==> src/rtl/irq_regblk_pkg.sv <==
package irq_regblk_pkg;
  localparam int unsigned DATA_W = 16;
  localparam int unsigned LO_W   = 8;
  localparam logic [1:0] SEL_LO   = 2'd0;
  localparam logic [1:0] SEL_CTRL = 2'd1;
  localparam logic [1:0] SEL_HI   = 2'd2;
  localparam logic [1:0] SEL_VER  = 2'd3;

  typedef struct packed {
    logic slot_rst;
    logic rst_dis;
    logic auto_clr;
    logic retrig;
  } ctrl_t;
endpackage

==> src/rtl/irq_edge_capture.sv <==
module irq_edge_capture #(
  parameter int unsigned N = 11
) (
  input  logic         clk_i,
  input  logic         rst_ni,
  input  logic [N-1:0] req_i,
  output logic [N-1:0] rise_o
);
  for (genvar g = 0; g < N; g++) begin : g_line
    logic [2:0] sh_q;  // [0],[1] synchronizer, [2] previous value
    always_ff @(posedge clk_i or negedge rst_ni) begin
      if (!rst_ni) sh_q <= '0;
      else         sh_q <= {sh_q[1:0], req_i[g]};
    end
    assign rise_o[g] = sh_q[1] & ~sh_q[2];
  end

  // an edge is a single-cycle event
  a_r2_single_pulse: assert property (@(posedge clk_i) disable iff (!rst_ni)
    (rise_o & $past(rise_o)) == '0);
endmodule

==> src/rtl/irq_status.sv <==
module irq_status #(
  parameter int unsigned N = 11
) (
  input  logic         clk_i,
  input  logic         rst_ni,
  input  logic [N-1:0] set_i,
  input  logic [N-1:0] clr_i,
  output logic [N-1:0] status_o
);
  logic [N-1:0] status_q;
  always_ff @(posedge clk_i or negedge rst_ni) begin
    if (!rst_ni) status_q <= '0;
    else         status_q <= (status_q & ~clr_i) | set_i;
  end
  assign status_o = status_q;

  a_r4_clear_wins_alone: assert property (@(posedge clk_i) disable iff (!rst_ni)
    |(clr_i & ~set_i) |=> (status_q & $past(clr_i & ~set_i)) == '0);
  a_r5_set_priority: assert property (@(posedge clk_i) disable iff (!rst_ni)
    |set_i |=> (status_q & $past(set_i)) == $past(set_i));
endmodule

==> src/rtl/irq_out_gen.sv <==
module irq_out_gen #(
  parameter int unsigned N = 11
) (
  input  logic         clk_i,
  input  logic         rst_ni,
  input  logic [N-1:0] status_i,
  input  logic [N-1:0] set_i,
  input  logic [N-1:0] wclr_i,
  input  logic         retrig_i,
  output logic         host_irq_o
);
  logic drop_q, drop_d, cleared, remaining;

  assign cleared   = |(status_i & wclr_i & ~set_i);
  assign remaining = |((status_i & ~wclr_i) | set_i);
  assign drop_d    = retrig_i & cleared & remaining;

  always_ff @(posedge clk_i or negedge rst_ni) begin
    if (!rst_ni) drop_q <= 1'b0;
    else         drop_q <= drop_d;
  end

  assign host_irq_o = (|status_i) & ~drop_q;

  a_r6_idle_low: assert property (@(posedge clk_i) disable iff (!rst_ni)
    (status_i == '0) |-> !host_irq_o);
  a_r7_one_cycle_gap: assert property (@(posedge clk_i) disable iff (!rst_ni)
    !host_irq_o && (status_i != '0) |=> host_irq_o || (status_i == '0) || $past(drop_d));
endmodule

==> src/rtl/irq_regblk.sv <==
module irq_regblk
  import irq_regblk_pkg::*;
#(
  parameter int unsigned NUM_SRC   = 11,
  parameter logic [2:0]  VER_REV   = 3'd5,
  parameter logic [1:0]  VER_BOARD = 2'd2,
  parameter logic [2:0]  VER_ISSUE = 3'd1
) (
  input  logic               clk_i,
  input  logic               rst_ni,
  input  logic               cs_i,
  input  logic               rd_i,
  input  logic               wr_i,
  input  logic [1:0]         addr_i,
  input  logic [15:0]        wdata_i,
  output logic [15:0]        rdata_o,
  input  logic [NUM_SRC-1:0] irq_req_i,
  output logic               host_irq_o,
  output logic               rst_dis_o,
  output logic               slot_rst_o
);
  localparam int unsigned HI_W    = NUM_SRC - LO_W;
  localparam logic [7:0]  VERSION = {VER_REV, VER_BOARD, VER_ISSUE};

  logic rd_en, wr_en, rd_lo, rd_hi, wr_lo, wr_hi, wr_ctrl;
  logic [NUM_SRC-1:0] rise, status, wclr, rclr;
  ctrl_t ctrl_q;
  logic  unused_wdata;

  assign rd_en   = cs_i & rd_i;
  assign wr_en   = cs_i & wr_i;
  assign rd_lo   = rd_en & (addr_i == SEL_LO);
  assign rd_hi   = rd_en & (addr_i == SEL_HI);
  assign wr_lo   = wr_en & (addr_i == SEL_LO);
  assign wr_hi   = wr_en & (addr_i == SEL_HI);
  assign wr_ctrl = wr_en & (addr_i == SEL_CTRL);
  assign unused_wdata = ^wdata_i[15:LO_W];

  irq_edge_capture #(.N(NUM_SRC)) u_cap (
    .clk_i, .rst_ni, .req_i(irq_req_i), .rise_o(rise));

  assign wclr = {wr_hi ? wdata_i[HI_W-1:0] : {HI_W{1'b0}},
                 wr_lo ? wdata_i[LO_W-1:0] : {LO_W{1'b0}}};
  assign rclr = ctrl_q.auto_clr
              ? {rd_hi ? status[NUM_SRC-1:LO_W] : {HI_W{1'b0}},
                 rd_lo ? status[LO_W-1:0]       : {LO_W{1'b0}}}
              : '0;

  irq_status #(.N(NUM_SRC)) u_stat (
    .clk_i, .rst_ni, .set_i(rise), .clr_i(wclr | rclr), .status_o(status));

  irq_out_gen #(.N(NUM_SRC)) u_out (
    .clk_i, .rst_ni, .status_i(status), .set_i(rise), .wclr_i(wclr),
    .retrig_i(ctrl_q.retrig), .host_irq_o);

  always_ff @(posedge clk_i or negedge rst_ni) begin
    if (!rst_ni)      ctrl_q <= '0;
    else if (wr_ctrl) ctrl_q <= ctrl_t'(wdata_i[3:0]);
  end
  assign rst_dis_o  = ctrl_q.rst_dis;
  assign slot_rst_o = ctrl_q.slot_rst;

  always_comb begin
    rdata_o = '0;
    if (rd_en) begin
      unique case (addr_i)
        SEL_LO:  rdata_o = {{(DATA_W-LO_W){1'b0}}, status[LO_W-1:0]};
        SEL_HI:  rdata_o = {{(DATA_W-HI_W){1'b0}}, status[NUM_SRC-1:LO_W]};
        SEL_VER: rdata_o = {8'h00, VERSION};
        default: rdata_o = '0;
      endcase
    end
  end

  a_r9_ctrl_holds: assert property (@(posedge clk_i) disable iff (!rst_ni)
    !wr_ctrl |=> $stable({rst_dis_o, slot_rst_o}));
  a_r9_ctrl_reads_zero: assert property (@(posedge clk_i) disable iff (!rst_ni)
    (rd_en && addr_i == SEL_CTRL) |-> rdata_o == '0);
  a_r3_hi_unused_zero: assert property (@(posedge clk_i) disable iff (!rst_ni)
    rd_hi |-> rdata_o[DATA_W-1:HI_W] == '0);
  a_r8_autoclr_read: assert property (@(posedge clk_i) disable iff (!rst_ni)
    (rd_lo && ctrl_q.auto_clr && !wr_en) |=>
      (status[LO_W-1:0] & $past(rdata_o[LO_W-1:0]) & ~$past(rise[LO_W-1:0])) == '0);
endmodule

==> config.mk <==
export PLATFORM = sky130hd
export DESIGN_NAME = irq_regblk
export DESIGN_NICKNAME = d
export VERILOG_FILES = /design/src/rtl/irq_regblk_pkg.sv /design/src/rtl/irq_edge_capture.sv /design/src/rtl/irq_status.sv /design/src/rtl/irq_out_gen.sv /design/src/rtl/irq_regblk.sv
export SDC_FILE = /design/constraint.sdc
export NUM_CORES = 1
export LEC_CHECK = 0
export BUFFER_PORTS_ARGS = -buffer_cell sky130_fd_sc_hd__buf_4
export CORE_MARGIN = 2
export CORE_UTILIZATION = 30
export CTS_CLUSTER_DIAMETER = 120
export DETAILED_ROUTE_END_ITERATION = 10
export PLACE_DENSITY = 0.61
export SLEW_MARGIN = 20
export SYNTH_ARGS = -nofsm -noshare
export SYNTH_HDL_FRONTEND = slang
export SYNTH_SLANG_ARGS = --single-unit
==> constraint.sdc <==
create_clock -name clk_i -period 2.3 [get_ports clk_i]
set_clock_uncertainty 0.05 [all_clocks]
set_input_delay 0.115 -clock clk_i [delete_from_list [all_inputs] [get_ports clk_i]]
set_output_delay 0.115 -clock clk_i [all_outputs]
set_load 0.02 [all_outputs]
* Word-level counts from Yosys, hierarchy flattened *
Cells that the tools add are included.

word-level totals
  input bits = 34
  register bits after elaboration = 49
  logic and storage cells = 74

cells by class
  equal/unequal tests = 3
  multiplexer cells = 7
  bitwise logic cells = 43
  reductions and logical operators = 4

operators by type and width
  kind                                                                    count
  11-bit AND                                                              4
  11-bit NOT                                                              3
  11-bit OR                                                               3
  11-bit OR reduction                                                     3
  8-bit 2-to-1 mux                                                        3
  8-bit one-hot mux with 3 select lines                                   1
  1-bit AND                                                               21
  1-bit NOT                                                               12
  11-bit 2-to-1 mux                                                       1
  3-bit 2-to-1 mux                                                        2
  2-bit equality test (second input constant)                             2
  2-bit by 1-bit equality test with 1-bit output (second input constant)  1
  2-bit logical NOT                                                       1

* Logic depth before layout (Yosys ltp) *
Gate-level depths: netlist (run 1).

  depth after elaboration = 8
  mapped depth = 6
  mapped depth without buffers = 5

* Cells and area by module *
A second synthesis (run 1) with hierarchy kept.

unflattened totals
  cell total of the unflattened synthesis = 187
  area, all modules = 2,260.9 um2

modules (own cells, without submodules)
  module            cells each  seq. area each (um2)  area each (um2)  times used
  irq_edge_capture  44          825.8                 977.2            1
  irq_regblk        70          100.1                 596.8            1
  irq_status        33          275.3                 399.1            1
  irq_out_gen       40          25.0                  287.8            1

* Worst setup path after synthesis (run 1) *
Ideal clock, no wire load.

  kind = input -> register
  from = input port addr_i[0]
  to = register u_out.drop_q
  buffers on the path = 1
  setup slack = 985 ps
  stages on the path = 6
  arrival time = 1,133 ps
  path through = and4bb_1 buf_4 nand2_1 a222oi_1 and4_1 a221oi_2

on the way
  cells in the longest elaborated chain, start to end = 8
  elaborated cells on any way between the ends = 15
  classes of those cells = eq/ne (1); mux (2); bitwise (9); reduce/logical (3)

RTL lines
  what                                                      RTL line                              RTL
  from (decl)                                               irq_regblk.sv:14                      input logic [1:0] addr_i,
  2-bit equality test or 2-bit logical NOT (tied branches)  irq_regblk.sv:35, irq_regblk.sv:34
  1-bit AND, on equally long branches                       irq_regblk.sv:35, irq_regblk.sv:34
  3-bit 2-to-1 mux or 8-bit 2-to-1 mux (tied branches)      irq_regblk.sv:42, irq_regblk.sv:43
  11-bit AND or 11-bit NOT (tied branches)                  irq_out_gen.sv:14, irq_out_gen.sv:15
  11-bit AND, on equally long branches                      irq_out_gen.sv:14, irq_out_gen.sv:15
  11-bit OR reduction or 11-bit OR (tied branches)          irq_out_gen.sv:14, irq_out_gen.sv:15
  1-bit AND or 11-bit OR reduction (tied branches)          irq_out_gen.sv:16, irq_out_gen.sv:15
  1-bit AND (*)                                             irq_out_gen.sv:16                     assign drop_d = retrig_i & cleared & remaining;
  named net u_out.drop_d                                    irq_out_gen.sv:12                     logic drop_q, drop_d, cleared, remaining;
  to (signal assigned)                                      irq_out_gen.sv:20                     else drop_q <= drop_d;
  to (decl)                                                 irq_out_gen.sv:12

Mark *: on every way through the listed nets, which the timed path passes. The rest lies on a longest branch.
A chain may end at the register's enable or synchronous reset.

* Final worst setup path (run 1) *
  from = register u_stat.status_q[0] (netlist: u_stat.status_o[0])
  to = output port rdata_o[0]

on the way
  cells in the longest elaborated chain, start to end = 2

RTL lines
  what                                   RTL line          RTL
  from (decl)                            irq_status.sv:10  logic [N-1:0] status_q;
  from (signal assigned)                 irq_status.sv:13  else status_q <= (status_q & ~clr_i) | set_i;
  8-bit one-hot mux with 3 select lines  irq_regblk.sv:66  unique case (addr_i)
  8-bit 2-to-1 mux                       irq_regblk.sv:65  if (rd_en) begin
  to (decl)                              irq_regblk.sv:16  output logic [15:0] rdata_o,

No other way between the ends.

==> metrics.md, run 1 <==
| Metric | Value |
|---|---|
| Worst-margin pin slew | `0.7869 ns` |
| Worst reg2reg path depth | `2` |
| Worst-Skew Late Latency | `0.30 ns` |
| Vias in the first global route | `1,343` |
| RePlAce Congestion | `0.8686` |
| Synth Area per Inst | `between 10 and 15 µm²` |
| Status | `complete, no violations` |
| Setup TNS | `0 ns` |
| Pre-antenna DRT Iters | `5` |
| Total Power | `1.702 mW` |
| Synth warn | `0` |
| Drt wl/cell | `roughly 13 µm` |
| Share of cells above drive strength 1 | `between 20% and 30%` |
| CP max-delay cell | `dfrtp_1` |
| Number of antenna diodes | `0` |
| Max stage delay on crit path | `around 0.42 ns` |
| CTS tree | `built` |
| First-pass GRT wire length | `6.299 mm` |
| Vias | `about 1,400` |
| Initial antenna violation count | `0` |
| Wirelength, routed | `between 3 and 4 mm` |
| FILL cells | `630` |
| # DRC | `0` |
| CP Class | `reg -> out` |
| FMAX | `644.0 MHz` |
| Startpoint types | `register` |
| Fin. max-slew vios | `0` |
| Sink Count | `between 40 and 50` |
| Crit end category | `output port` |
| Area of the core | `0.006241 mm²` |
| Die Area | `0.007014 mm²` |
| Most frequent cells in the layout | `dfrtp_1 (49), buf_4 (36), nand2_1 (28)` |
| Worst path required time | `2.13 ns` |
| CP arrival | `1.39 ns` |
| Util after Layout | `between 30% and 40%` |
| Port bufs | `36` |
| Yosys top cell area share | `64.26%` |
| Cts repair resizes | `0` |
| Final setup vio count | `0` |
| Top post-synthesis cells by area | `dfrtp_1 (64%), nand2_1 (5.5%), nand2b_1 (3.6%), buf_4 (3.5%), nand3_1 (3.4%)` |
| Max-Cap Viols | `0` |
| Num CTS Buffers | `5` |
| Starting Density | `30.57%` |
| Final hold viol count | `0` |
| Total GRT Usage | `between 10 and 15%` |
| Cells along the critical path | `or3b_1, a21oi_1, buf_4` |
| DRT antenna net count | `0` |
| Tcrit/Tclk final | `67.52%` |
| Final-stage net count | `248` |
| Max VDD drop | `approximately 0.54 mV` |
| Relative slew margins | `47.40%` |
| Post-layout minimum cycle time | `1.553 ns` |
| Total grt overflow | `0` |
| R2R setup slack | `0.90 ns` |
| Largest fanout on the critical path | `5` |
| Netlist cell types | `31` |
| Detailed placement HPWL | `2.838 mm` |
| RSZ-0062 raised after global routing | `false` |
| HP Class | `in -> reg` |
| Drt via density | `4.705` |
| CTS Buffer Depth | `2` |
| Area added between synthesis and finish | `27.67%` |
| PwrDens | `about 700 mW/mm²` |
| Leakage | `1.102 nW` |
| Die Y | `83.75 µm` |
| Dpl ws | `0.5271 ns` |
| Sequential area share after synthesis | `64.26%` |
| # rows | `29` |
| Die W | `~84 µm` |
| Min-Delay Startpoint | `wdata_i[3]` |
| Largest net degree at the start of global routing | `50` |
| Mapped Cells | `163` |
| CTS root buf | `clkbuf_8` |
| Top Ports | `53` |
| Critical R2R Launch | `ctrl_q[1]` |
| Synthesized area | `0.001908 mm²` |
| Initial DRC Count | `98` |
| End of the worst hold path | `slot_rst_o` |
| Setup WS post-layout | `0.7471 ns` |
| Hold Path Cell Cnt | `2` |
| Post-synthesis register bit count | `49` |
| Clock transition at path regs | `0.09 ns` |
| FF-to-FF End | `u_stat.status_o[7]` |
| H-tree levels | `2` |
| Most common cell after layout, fill and taps aside | `dfrtp_1` |
| Yosys top cell by area | `dfrtp_1` |
power breakdown:
part / leakage [nW] / switching [mW] / internal, mW
Combinational: 0.505 / 0.121 / 0.110
Clock: 0.0445 / 0.279 / 0.216
Sequential: 0.552 / 0.0490 / 0.928
Total: 1.10 / 0.449 / 1.25
sequential cells by signal (all words and copies together) (netlist names):
register / cells
ctrl_q: 2
u_stat.status_o: 11
u_cap.g_line.sh_q: 33
u_out.drop_q: 1
rst_dis_o: 1
slot_rst_o: 1
critical path: cells and delay by family, from the launching register on:
kind / cells / cell delay [ns]
flip-flops: 1 / 0.42
buffers and inverters: 1 / 0.16
AND/OR/NAND/NOR: 1 / 0.37
AO/OA/AOI/OAI: 1 / 0.14
worst max-delay path by stage:
stage                                  start           end  slack [ns]
final                     u_stat.status_o[0]    rdata_o[0]        0.75
after global routing      u_stat.status_o[0]    rdata_o[0]        0.65
after CTS                 u_stat.status_o[0]    rdata_o[0]        0.74
after detailed placement           addr_i[0]  u_out.drop_q        0.53
after global placement             addr_i[0]  u_out.drop_q        0.53
after floorplan                    addr_i[0]  u_out.drop_q        0.98
per-layer routing:
| metal | GRT usage [%] | up-vias | part of all wire [%] |
|---|---|---|---|
| met5 | 0 | - | 0 |
| met4 | 3.959 | 0 | 1.1 |
| met3 | 3.363 | 5 | 6.8 |
| met1 | 15.57 | 660 | 48 |
| met2 | 17.24 | 47 | 44 |
| li1 | - | 662 | - |
per-stage QoR:
stage                     instance area (µm²)  cells  hold slack (ns)
after global routing                     2436    292         0.008343
after floorplan                          1934    170          -0.2306
after global placement                   2226    272           0.1085
final                                    2436    292          0.01101
after detailed placement                 2226    272           0.1152
after CTS                                2436    292         0.004188
cell usage after synthesis (all sizes together):
library cell and count:
and4b 1, nand4b 1, and4 2, nand2b 11, nor4bb 1, a22oi 2
nor3 4, a222oi 1, nor4b 3, or3b 1, clkbuf 1, buf 10
o21ai 13, mux2i 2, nor4 2, inv 1, nand3 13, nand4 3
a31oi 1, a21oi 4, a221oi 1, dfrtp 49, mux2 4, and4bb 1
nand2 28, nor2 1, conb 1, a2bb2oi 1
layout make-up:
class                           count  area [µm²]  area share [%]
Clock buffer                        5       68.82           2.825
Clock inverter                      3       21.27          0.8731
Inverter                            1       3.754          0.1541
Multi-Input combinational cell    109       629.4           25.83
Sequential cell                    49        1226           50.33
Tap cell                           77       96.34           3.955
Timing Repair Buffer               48       390.4           16.02
what timing repair did:
item | CTS | global route
hold buffers | 12 | 0
buffers inserted | 0 | 0
hold endpoints to repair | 60 | 0
logic make-up (layout without fill, tap and decap cells):
family,Yosys count,in the layout,share of synthesized area (%)
AND/OR/NAND/NOR,72,72,20.66
flip-flops,49,49,64.26
AO/OA/AOI/OAI,23,23,7.344
buffers and inverters,12,57,4.130
multiplexers,6,6,3.410
other,1,8,0.1965
No activity file was read; power rests on OpenSTA's default activity.
==> run 2: changes to the inputs <==
--- a/config.mk
+++ b/config.mk
@@ -10,7 +10,7 @@
 export CORE_UTILIZATION = 30
 export CTS_CLUSTER_DIAMETER = 120
 export DETAILED_ROUTE_END_ITERATION = 10
-export PLACE_DENSITY = 0.61
+export PLACE_DENSITY = 0.63
 export SLEW_MARGIN = 20
 export SYNTH_ARGS = -nofsm -noshare
 export SYNTH_HDL_FRONTEND = slang
==> constraint.sdc (replaced) <==
create_clock -name clk_i -period 1.3 [get_ports clk_i]
set_clock_uncertainty 0.05 [all_clocks]
set_input_delay 0.065 -clock clk_i [delete_from_list [all_inputs] [get_ports clk_i]]
set_output_delay 0.065 -clock clk_i [all_outputs]
set_load 0.02 [all_outputs]
==> run 2 against run 1 <==
Against the previous run: the flow now finishes with violations (setup timing); wire length grew 18%; clock power grew 74%; die area is the same; critical path depth is the same; largest cell class unchanged.
==> metrics.md, run 2 (same netlist as run 1, synthesis figures left out) <==
| Metric | Value |
|---|---|
| CP arrival | `1.34 ns (-0.05 ns)` |
| Wirelength, routed | `4.493 mm (+18%)` |
| Worst-Skew Late Latency | `0.30 ns (about the same)` |
| Most frequent cells in the layout | `buf_4 (62), dfrtp_1 (42), nand2_1 (27)` |
| CTS tree | `built` |
| RSZ-0062 raised after global routing | `true` |
| Max stage delay on crit path | `0.43 ns (about the same)` |
| Non-filler instance count after layout | `326 (+12%)` |
| Tcrit/Tclk final | `112.0%` |
| Port bufs | `36 (unchanged)` |
| Pre-antenna DRT Iters | `5 (unchanged)` |
| Detailed placement HPWL | `2.957 mm (+4.2%)` |
| Area of the core | `0.006241 mm² (unchanged)` |
| Biggest register | `u_cap.g_line.sh_q` |
| Drt wl/cell | `13.78 µm (+5.6%)` |
| Max FFs per register | `33 (unchanged)` |
| CP delay by family, top | `flip-flops` |
| Bufs and invs on worst path | `1 (unchanged)` |
| HP Class | `in -> reg` |
| DRT antenna net count | `0 (unchanged)` |
| Die W | `83.75 µm (unchanged)` |
| CTS root buf | `clkbuf_8` |
| Sink Count | `49 (unchanged)` |
| Die Y | `83.75 µm (unchanged)` |
| Largest net degree at the start of global routing | `50 (unchanged)` |
| Leakage | `1.291 nW (+17%)` |
| Dpl ws | `-0.1603 ns (-0.6874 ns)` |
| Initial DRC Count | `121 (+23%)` |
| Die Area | `0.007014 mm² (unchanged)` |
| Final hold viol count | `0 (unchanged)` |
| Worst-margin pin slew | `0.6024 ns (-0.1845 ns)` |
| Vias | `1,507 (+9.7%)` |
| Total grt overflow | `0 (unchanged)` |
| First-pass GRT wire length | `7.479 mm (+19%)` |
| H-tree levels | `2 (unchanged)` |
| FILL cells | `592 (-6.0%)` |
| PwrDens | `1126 mW/mm² (+61%)` |
| Cells along the critical path | `nor4_2, a31oi_1, buf_4` |
| CTS Buffer Depth | `2 (unchanged)` |
| # DRC | `0 (unchanged)` |
| Status | `finished with violations` |
| Share of cells above drive strength 1 | `38.15% (+15 points)` |
| Failing checks | `setup timing` |
| Starting Density | `30.57% (unchanged)` |
| # rows | `29 (unchanged)` |
| Top Ports | `53 (unchanged)` |
| CP Class | `reg -> out` |
| Area added between synthesis and finish | `46.75%` |
| Most common cell after layout, fill and taps aside | `buf_4` |
| Worst path required time | `1.19 ns (-0.94 ns)` |
| Number of antenna diodes | `0 (unchanged)` |
| Initial antenna violation count | `0 (unchanged)` |
| Clock transition at path regs | `0.08 ns (about the same)` |
| Final-stage net count | `283 (+14%)` |
| Max-Cap Viols | `0 (unchanged)` |
| Largest fanout on the critical path | `2 (-3)` |
| Placed Instances | `290 (+6.6%)` |
| Total GRT Usage | `13.71% (+2.4 points)` |
| Startpoint types | `register` |
| CP max-delay cell | `dfrtp_1` |
| Final setup vio count | `6 (+6)` |
| Drt via density | `4.623 (-1.8%)` |
| Max VDD drop | `1.096 mV (+100%)` |
| FMAX | `686.5 MHz` |
| RePlAce Congestion | `0.8303 (-4.4%)` |
| Setup WS post-layout | `-0.1566 ns (-0.9037 ns)` |
| Vias in the first global route | `1,546 (+15%)` |
| Crit end category | `output port` |
| Relative slew margins | `59.84% (+12 points)` |
| Post-layout minimum cycle time | `1.457 ns` |
| Num CTS Buffers | `5 (unchanged)` |
| Fin. max-slew vios | `0 (unchanged)` |
## run 2: timing repair
item,CTS,global route
endpoints found under the setup margin,7,9
pin swaps,3,3
endpoints found under the hold margin,64,0
hold buffers,16,0
buffers inserted,9,4
cloned,0,0
gates resized for setup,8,16
## run 2: final timing paths
kind	startpoint	to	slack (ns)	depth (start not counted)
setup / recovery	u_stat.status_o[5]	host_irq_o	-0.16	3
hold / removal	wdata_i[4]	u_stat.status_o[4]	0.03	4
setup reg to reg	u_stat.status_o[6]	u_out.drop_q	-0.02	5
hold reg to reg	u_cap.g_line[4].sh_q[0]	u_cap.g_line[4].sh_q[1]	0.30	0
max in group asynchronous	rst_ni	u_stat.status_o[8]	0.51	2
min in group asynchronous	rst_ni	u_cap.g_line[4].sh_q[1]	0.24	2
## run 2: per-stage QoR
stage	total power, mW	hold WS (ns)	TNS [ns]	utilization, %	cell area, µm²
finish	3.154	0.02639	-0.4822	44.87	2800
global route	3.337	0.03985	-0.9764	44.87	2800
CTS	3.147	0.01564	-0.3657	43.30	2703
detailed placement	2.174	0.06917	-0.1709	37.83	2361
global placement	2.168	0.05868	-0.1136	37.83	2361
floorplan	1.962	-0.2806	0	-	1934
## run 2: final cells by class
type | instances | area [µm²] | area share, %
well taps | 77 | 96.34 | 3.441
repair buffers | 83 | 681.9 | 24.35
clock inverters | 2 | 16.27 | 0.5809
multi-input cells | 109 | 698.2 | 24.93
flip-flops and latches | 49 | 1235 | 44.10
clock buffers | 5 | 68.82 | 2.458
inverters | 1 | 3.754 | 0.1340
## run 2: metal layers
layer / vias up / part of all wire [%] / track usage (%)
met3: 4 / 6.5 / 4.550
met4: 0 / 0.80 / 4.839
met2: 55 / 47 / 20.44
li1: 730 / - / -
met5: - / 0 / 0
met1: 718 / 46 / 18.75
## run 2: report_power, final
part           total, mW  switching [mW]  internal, mW
Clock              0.862           0.491         0.371
Sequential          1.73          0.0823          1.65
Combinational      0.564           0.270         0.293
Total               3.15           0.844          2.31
## run 2: worst register-to-register path, stage by stage (launching register included)
cell	delay [ns]
dfrtp_2	0.45
buf_6	0.14
buf_4	0.14
a22oi_2	0.15
and4_1	0.21
a221oi_2	0.07
